===== config.mk =====
export PLATFORM = sky130hd
export DESIGN_NAME = hv_irq_csr
export DESIGN_NICKNAME = d
export VERILOG_FILES = /design/src/rtl/hv_irq_pkg.sv /design/src/rtl/hv_irq_regs.sv /design/src/rtl/hv_irq_pend.sv /design/src/rtl/hv_irq_rdmux.sv /design/src/rtl/hv_irq_csr.sv
export SDC_FILE = /design/constraint.sdc
export NUM_CORES = 1
export LEC_CHECK = 0
export BUFFER_PORTS_ARGS = -buffer_cell sky130_fd_sc_hd__buf_2
export CAP_MARGIN = 20
export CELL_PAD_IN_SITES_DETAIL_PLACEMENT = 1
export CELL_PAD_IN_SITES_GLOBAL_PLACEMENT = 2
export CORE_ASPECT_RATIO = 0.6
export CORE_MARGIN = 3
export CORE_UTILIZATION = 15
export CTS_CLUSTER_SIZE = 24
export DETAILED_ROUTE_END_ITERATION = 6
export PLACE_DENSITY_LB_ADDON = 0.1
export SKIP_CTS_REPAIR_TIMING = 1
export SYNTH_ARGS = -nofsm -noshare
export SYNTH_HDL_FRONTEND = slang
export SYNTH_SLANG_ARGS = --single-unit

===== constraint.sdc =====
create_clock -name clk -period 4.2 [get_ports clk]
set_clock_uncertainty 0.05 [all_clocks]
set_input_delay 0.21 -clock clk [delete_from_list [all_inputs] [get_ports clk]]
set_output_delay 0.21 -clock clk [all_outputs]
set_load 0.005 [all_outputs]

===== src/rtl/hv_irq_pkg.sv =====
package hv_irq_pkg;

    localparam logic [11:0] ADDR_DELEG = 12'h603;
    localparam logic [11:0] ADDR_IE    = 12'h604;
    localparam logic [11:0] ADDR_GEIE  = 12'h607;
    localparam logic [11:0] ADDR_PEND  = 12'h608;
    localparam logic [11:0] ADDR_VIP   = 12'h645;
    localparam logic [11:0] ADDR_GEIP  = 12'hE12;

    localparam int BIT_VS_SW  = 2;
    localparam int BIT_VS_TMR = 6;
    localparam int BIT_VS_EXT = 10;
    localparam int BIT_SG_EXT = 12;
    localparam int BIT_LCOF   = 13;

    typedef enum logic [2:0] {
        SEL_NONE,
        SEL_DELEG,
        SEL_IE,
        SEL_GEIE,
        SEL_PEND,
        SEL_VIP,
        SEL_GEIP
    } csr_sel_e;

    function automatic csr_sel_e decode_addr(input logic [11:0] a);
        csr_sel_e s;
        unique case (a)
            ADDR_DELEG: s = SEL_DELEG;
            ADDR_IE:    s = SEL_IE;
            ADDR_GEIE:  s = SEL_GEIE;
            ADDR_PEND:  s = SEL_PEND;
            ADDR_VIP:   s = SEL_VIP;
            ADDR_GEIP:  s = SEL_GEIP;
            default:    s = SEL_NONE;
        endcase
        return s;
    endfunction

endpackage


===== src/rtl/hv_irq_regs.sv =====
module hv_irq_regs
    import hv_irq_pkg::*;
#(
    parameter int XLEN       = 64,
    parameter bit LCOF_DELEG = 1'b1,
    parameter bit LCOF_IE    = 1'b1
) (
    input  logic            clk,
    input  logic            rst_n,
    input  logic            we,
    input  csr_sel_e        sel,
    input  logic [XLEN-1:0] wdata,
    input  logic [XLEN-1:0] gei_mask,
    output logic [XLEN-1:0] deleg_q,
    output logic [XLEN-1:0] ie_q,
    output logic [XLEN-1:0] geie_q,
    output logic [XLEN-1:0] vip_q
);

    localparam logic [XLEN-1:0] ONE = {{(XLEN-1){1'b0}}, 1'b1};
    localparam logic [XLEN-1:0] VS_BITS =
        (ONE << BIT_VS_SW) | (ONE << BIT_VS_TMR) | (ONE << BIT_VS_EXT);
    localparam logic [XLEN-1:0] DELEG_MASK =
        VS_BITS | (LCOF_DELEG ? (ONE << BIT_LCOF) : '0);
    localparam logic [XLEN-1:0] IE_MASK =
        VS_BITS | (ONE << BIT_SG_EXT) | (LCOF_IE ? (ONE << BIT_LCOF) : '0);
    localparam logic [XLEN-1:0] VIP_MASK = VS_BITS;

    always_ff @(posedge clk) begin
        if (!rst_n) begin
            deleg_q <= '0;
            ie_q    <= '0;
            geie_q  <= '0;
            vip_q   <= '0;
        end else if (we) begin
            unique case (sel)
                SEL_DELEG: deleg_q <= wdata & DELEG_MASK;
                SEL_IE:    ie_q    <= wdata & IE_MASK;
                SEL_GEIE:  geie_q  <= wdata & gei_mask;
                SEL_VIP:   vip_q   <= wdata & VIP_MASK;
                SEL_PEND:  vip_q[BIT_VS_SW] <= wdata[BIT_VS_SW];
                default: ;
            endcase
        end
    end

endmodule


===== src/rtl/hv_irq_pend.sv =====
module hv_irq_pend
    import hv_irq_pkg::*;
#(
    parameter int XLEN = 64,
    localparam int SELW = $clog2(XLEN)
) (
    input  logic [XLEN-1:0] gext_pend_i,
    input  logic [XLEN-1:0] gei_mask,
    input  logic [XLEN-1:0] geie_q,
    input  logic [XLEN-1:0] vip_q,
    input  logic [SELW-1:0] guest_sel_i,
    input  logic            vs_timer_req_i,
    input  logic            vs_ext_irq_i,
    output logic [XLEN-1:0] geip,
    output logic [XLEN-1:0] hip
);

    logic picked;
    logic sg_any;

    always_comb begin
        geip   = gext_pend_i & gei_mask;
        picked = geip[guest_sel_i];
        sg_any = |(geip & geie_q);
        hip = '0;
        hip[BIT_VS_SW]  = vip_q[BIT_VS_SW];
        hip[BIT_VS_TMR] = vip_q[BIT_VS_TMR] | vs_timer_req_i;
        hip[BIT_VS_EXT] = vip_q[BIT_VS_EXT] | picked | vs_ext_irq_i;
        hip[BIT_SG_EXT] = sg_any;
    end

endmodule


===== src/rtl/hv_irq_rdmux.sv =====
module hv_irq_rdmux
    import hv_irq_pkg::*;
#(
    parameter int XLEN = 64
) (
    input  logic            clk,
    input  logic            rst_n,
    input  logic            re,
    input  logic            we,
    input  csr_sel_e        sel,
    input  logic [XLEN-1:0] deleg_q,
    input  logic [XLEN-1:0] ie_q,
    input  logic [XLEN-1:0] geie_q,
    input  logic [XLEN-1:0] vip_q,
    input  logic [XLEN-1:0] hip,
    input  logic [XLEN-1:0] geip,
    output logic [XLEN-1:0] rdata,
    output logic            illegal_q
);

    logic illegal_d;

    always_comb begin
        rdata = '0;
        if (re) begin
            unique case (sel)
                SEL_DELEG: rdata = deleg_q;
                SEL_IE:    rdata = ie_q;
                SEL_GEIE:  rdata = geie_q;
                SEL_PEND:  rdata = hip;
                SEL_VIP:   rdata = vip_q;
                SEL_GEIP:  rdata = geip;
                default:   rdata = '0;
            endcase
        end
        illegal_d = ((re || we) && (sel == SEL_NONE)) ||
                    (we && (sel == SEL_GEIP));
    end

    always_ff @(posedge clk) begin
        if (!rst_n) illegal_q <= 1'b0;
        else        illegal_q <= illegal_d;
    end

endmodule


===== src/rtl/hv_irq_csr.sv =====
module hv_irq_csr
    import hv_irq_pkg::*;
#(
    parameter int XLEN       = 64,
    parameter int GEILEN     = 6,
    parameter bit LCOF_DELEG = 1'b1,
    parameter bit LCOF_IE    = 1'b1,
    localparam int SELW = $clog2(XLEN)
) (
    input  logic            clk,
    input  logic            rst_n,
    input  logic [11:0]     csr_addr,
    input  logic            csr_re,
    input  logic            csr_we,
    input  logic [XLEN-1:0] csr_wdata,
    output logic [XLEN-1:0] csr_rdata,
    output logic            csr_illegal,
    input  logic [XLEN-1:0] gext_pend_i,
    input  logic [SELW-1:0] guest_sel_i,
    input  logic            vs_timer_req_i,
    input  logic            vs_ext_irq_i,
    output logic [XLEN-1:0] hyp_pend_o
);

    csr_sel_e        sel;
    logic [XLEN-1:0] gei_mask;
    logic [XLEN-1:0] deleg_q, ie_q, geie_q, vip_q, geip, hip;

    assign sel = decode_addr(csr_addr);

    for (genvar i = 0; i < XLEN; i++) begin : g_gei_mask
        if (i >= 1 && i <= GEILEN) begin : g_on
            assign gei_mask[i] = 1'b1;
        end else begin : g_off
            assign gei_mask[i] = 1'b0;
        end
    end

    hv_irq_regs #(
        .XLEN(XLEN), .LCOF_DELEG(LCOF_DELEG), .LCOF_IE(LCOF_IE)
    ) regs_i (
        .clk(clk), .rst_n(rst_n), .we(csr_we), .sel(sel), .wdata(csr_wdata),
        .gei_mask(gei_mask), .deleg_q(deleg_q), .ie_q(ie_q),
        .geie_q(geie_q), .vip_q(vip_q)
    );

    hv_irq_pend #(.XLEN(XLEN)) pend_i (
        .gext_pend_i(gext_pend_i), .gei_mask(gei_mask), .geie_q(geie_q),
        .vip_q(vip_q), .guest_sel_i(guest_sel_i),
        .vs_timer_req_i(vs_timer_req_i), .vs_ext_irq_i(vs_ext_irq_i),
        .geip(geip), .hip(hip)
    );

    hv_irq_rdmux #(.XLEN(XLEN)) rdmux_i (
        .clk(clk), .rst_n(rst_n), .re(csr_re), .we(csr_we), .sel(sel),
        .deleg_q(deleg_q), .ie_q(ie_q), .geie_q(geie_q), .vip_q(vip_q),
        .hip(hip), .geip(geip), .rdata(csr_rdata), .illegal_q(csr_illegal)
    );

    assign hyp_pend_o = hip;

endmodule


==> summary.txt <==
CTS Buffer Depth -> 2
pin count of the biggest net entering global routing -> 20
max_cap viols -> 0
Pins Over Slew Limit -> 0
wire per inst -> 13.51 um
Worst EP arrival -> 2.39 ns
vias in the first global route -> 1508
Vias/cell -> 3.176
CTS tree -> built
FF+latch count, synth -> 19
Routed WL -> 6741 um
die height -> 99.19 um
Die X -> 161.3 um
PwrDens -> 209.3 nW/um^2
final setup vio count -> 0
IO Port Bufs -> 52
via count -> 1585
setup_tns -> 0 ns
initial antenna violation count -> 0
most frequent cell on the critical path -> buf_2
GRT Residual Overflow -> 0
Buffers & Inverters on Critical Path -> 2
status -> completed
Final nets -> 460
antenna viol nets, final -> 0
Tmin final -> 2.647 ns
pre-CTS setup slack -> 1.489 ns
initial core utilization -> 15.60%
kind of critical path -> in2out
Core ar. -> 13910 sq um
Worst Path Required -> 3.94 ns
# diodes -> 0
Cells after Synth -> 259
IO Pins -> 281
area delta synth->final -> 5.015%
kind of cell adding the most delay to the critical path -> simple AND/OR/NAND/NOR gates
clock sink count -> 19
DRC violations left -> 0
Rel. slew slack -> 40.81%
Peak VDD IR -> 123.5 uV
sequential area share after synthesis -> 17.52%
DR pass1 iterations -> 4
Root Buffer -> clkbuf_16
gr usage total -> 7.892%
H-tree levels -> 1
Rows -> 33
Post-Syn Area per Cell -> 8.382 sq um
Die ar. -> 16000 sq um
CP max stage cell -> nor3_2
Slew @ Worst Pin -> 0.8831 ns
layout cell share with drive strength beyond 1 -> 22.48%
number of buffers created by CTS -> 3
Clk pin slew, worst setup/hold paths -> 0.06 ns
Crit Path Max Fanout -> 10
Most used DFF post-synth -> dfxtp_1
YS warnings -> 0
post-DP HPWL -> 5743 um
Leak -> 0.001004 uW
final worst setup slack -> 1.553 ns
Unique masters post-synth -> 45
CP max stage delay -> 0.87 ns
Clk Latency, worst-skew pair -> 0.26 ns
Startpoint Class -> input port
worst hold path type -> in2reg
RSZ-0062 raised after global routing -> false
Post-Syn Area -> 2171 sq um
DRC marker count from the first detailed-route iteration -> 51
CP cell instances -> buf_2, nand4bb_1, nor3_2, a222oi_1, a31oi_1, buf_2
Critical Path Sink Type -> output pin
first-pass GRT wire length -> 9570 um
period utilization -> 63.02%
EDFF count, synth -> 0
asr flop ratio synth -> 0%
final hold violation count -> 0
gpl congestion -> 0.7115
f_max -> 377.8 MHz
## synth_stat cells, drive strengths merged (2+ instances only)
master / n / share of area, %
nor4b: 3 / 1.2
nand3b: 2 / 0.69
nand4: 2 / 0.58
inv: 4 / 0.69
nor2: 8 / 1.4
a22oi: 5 / 1.7
mux2: 2 / 1.0
a31oi: 2 / 0.86
nor3: 5 / 1.4
nor2b: 10 / 2.9
and3: 3 / 0.86
clkbuf: 4 / 0.69
or4b: 4 / 2.0
mux2i: 12 / 5.5
a32oi: 5 / 2.0
nor4: 3 / 2.9
buf: 118 / 41
nand3: 9 / 2.1
a222oi: 2 / 0.92
o211ai: 2 / 0.69
a21boi: 8 / 2.8
dfxtp: 19 / 18
nand2: 11 / 1.9
## sequential cells by signal (all words and copies together), names as in the netlist
name,count
regs_i.geie_q,6
regs_i.ie_q,5
regs_i.deleg_q,4
regs_i.vip_q,3
rdmux_i.illegal_q,1
## cells in the final DEF (no fill, tap or decap), types with 3 or more instances in the layout
cell,instances
conb_1,115
buf_2,52
dfxtp_1,19
mux2i_1,12
nand2_1,11
nor2b_1,10
nand3_1,9
nor2_1,8
a21boi_0,6
a32oi_1,5
a22oi_1,5
nor3_1,4
inv_1,4
nor4b_1,3
and3_1,3
nor4_4,3
clkbuf_16,3
## per-stage QoR
stage | area, sq um | hold slack [ns] | power [uW] | utilization (%) | std cells
2_1_floorplan | 2599 | 0.2882 | 307.1 | - | 373
3_3_place_gp | 2201 | 0.4107 | 267.6 | 15.82 | 495
3_5_place_dp | 2201 | 0.4172 | 267.3 | 15.82 | 495
4_1_cts | 2280 | 0.1623 | 483.6 | 16.38 | 499
5_1_grt | 2280 | 0.1846 | 507.5 | 16.38 | 499
6_report | 2280 | 0.1622 | 477.2 | 16.38 | 499
## cells by family after synthesis
family          count (synthesis)  share of synthesized area [%]
flops                          19                          17.52
compound gates                 31                          12.80
mux                            14                          6.571
simple gates                   68                          20.87
other cells                     1                         0.1727
buf+inv                       126                          42.07
## final timing paths
check	start	end	slack (ns)	cells after the start
worst max-delay path	csr_addr[3]	csr_rdata[6]	1.55	6
worst min-delay path	csr_wdata[12]	regs_i.ie_q[12]	0.16	3
worst max register to register	regs_i.vip_q[2]	regs_i.vip_q[2]	3.40	2
worst min register to register	regs_i.ie_q[13]	regs_i.ie_q[13]	0.42	2
## where the power goes
part,switching [uW],internal [uW]
Sequential,0.152,181
Combinational,59.7,25.1
Clock,81.6,130
## layout make-up
type	instances	area (sq um)
clock buffer	4	78.83
fill	1702	11630
inverter	4	15.01
multi-input combinational	228	1305
sequential	19	380.4
tap	192	240.2
timing repair buffer	52	260.3
## metal layers
| layer | wire length, um | part of all wire [%] | GRT usage, % |
|---|---|---|---|
| met3 | 495 | 7.3 | 2.871 |
| met5 | 0 | 0 | 0 |
| met4 | 11 | 0.16 | 0.3966 |
| met2 | 2669 | 40 | 10.43 |
| met1 | 3564 | 53 | 12.43 |
## worst min-delay path, stage by stage
cell and delay [ns]:
buf_2 0.10, nand3_1 0.05, a21boi_0 0.06
Note: power is estimated with default switching activity, not from simulation.
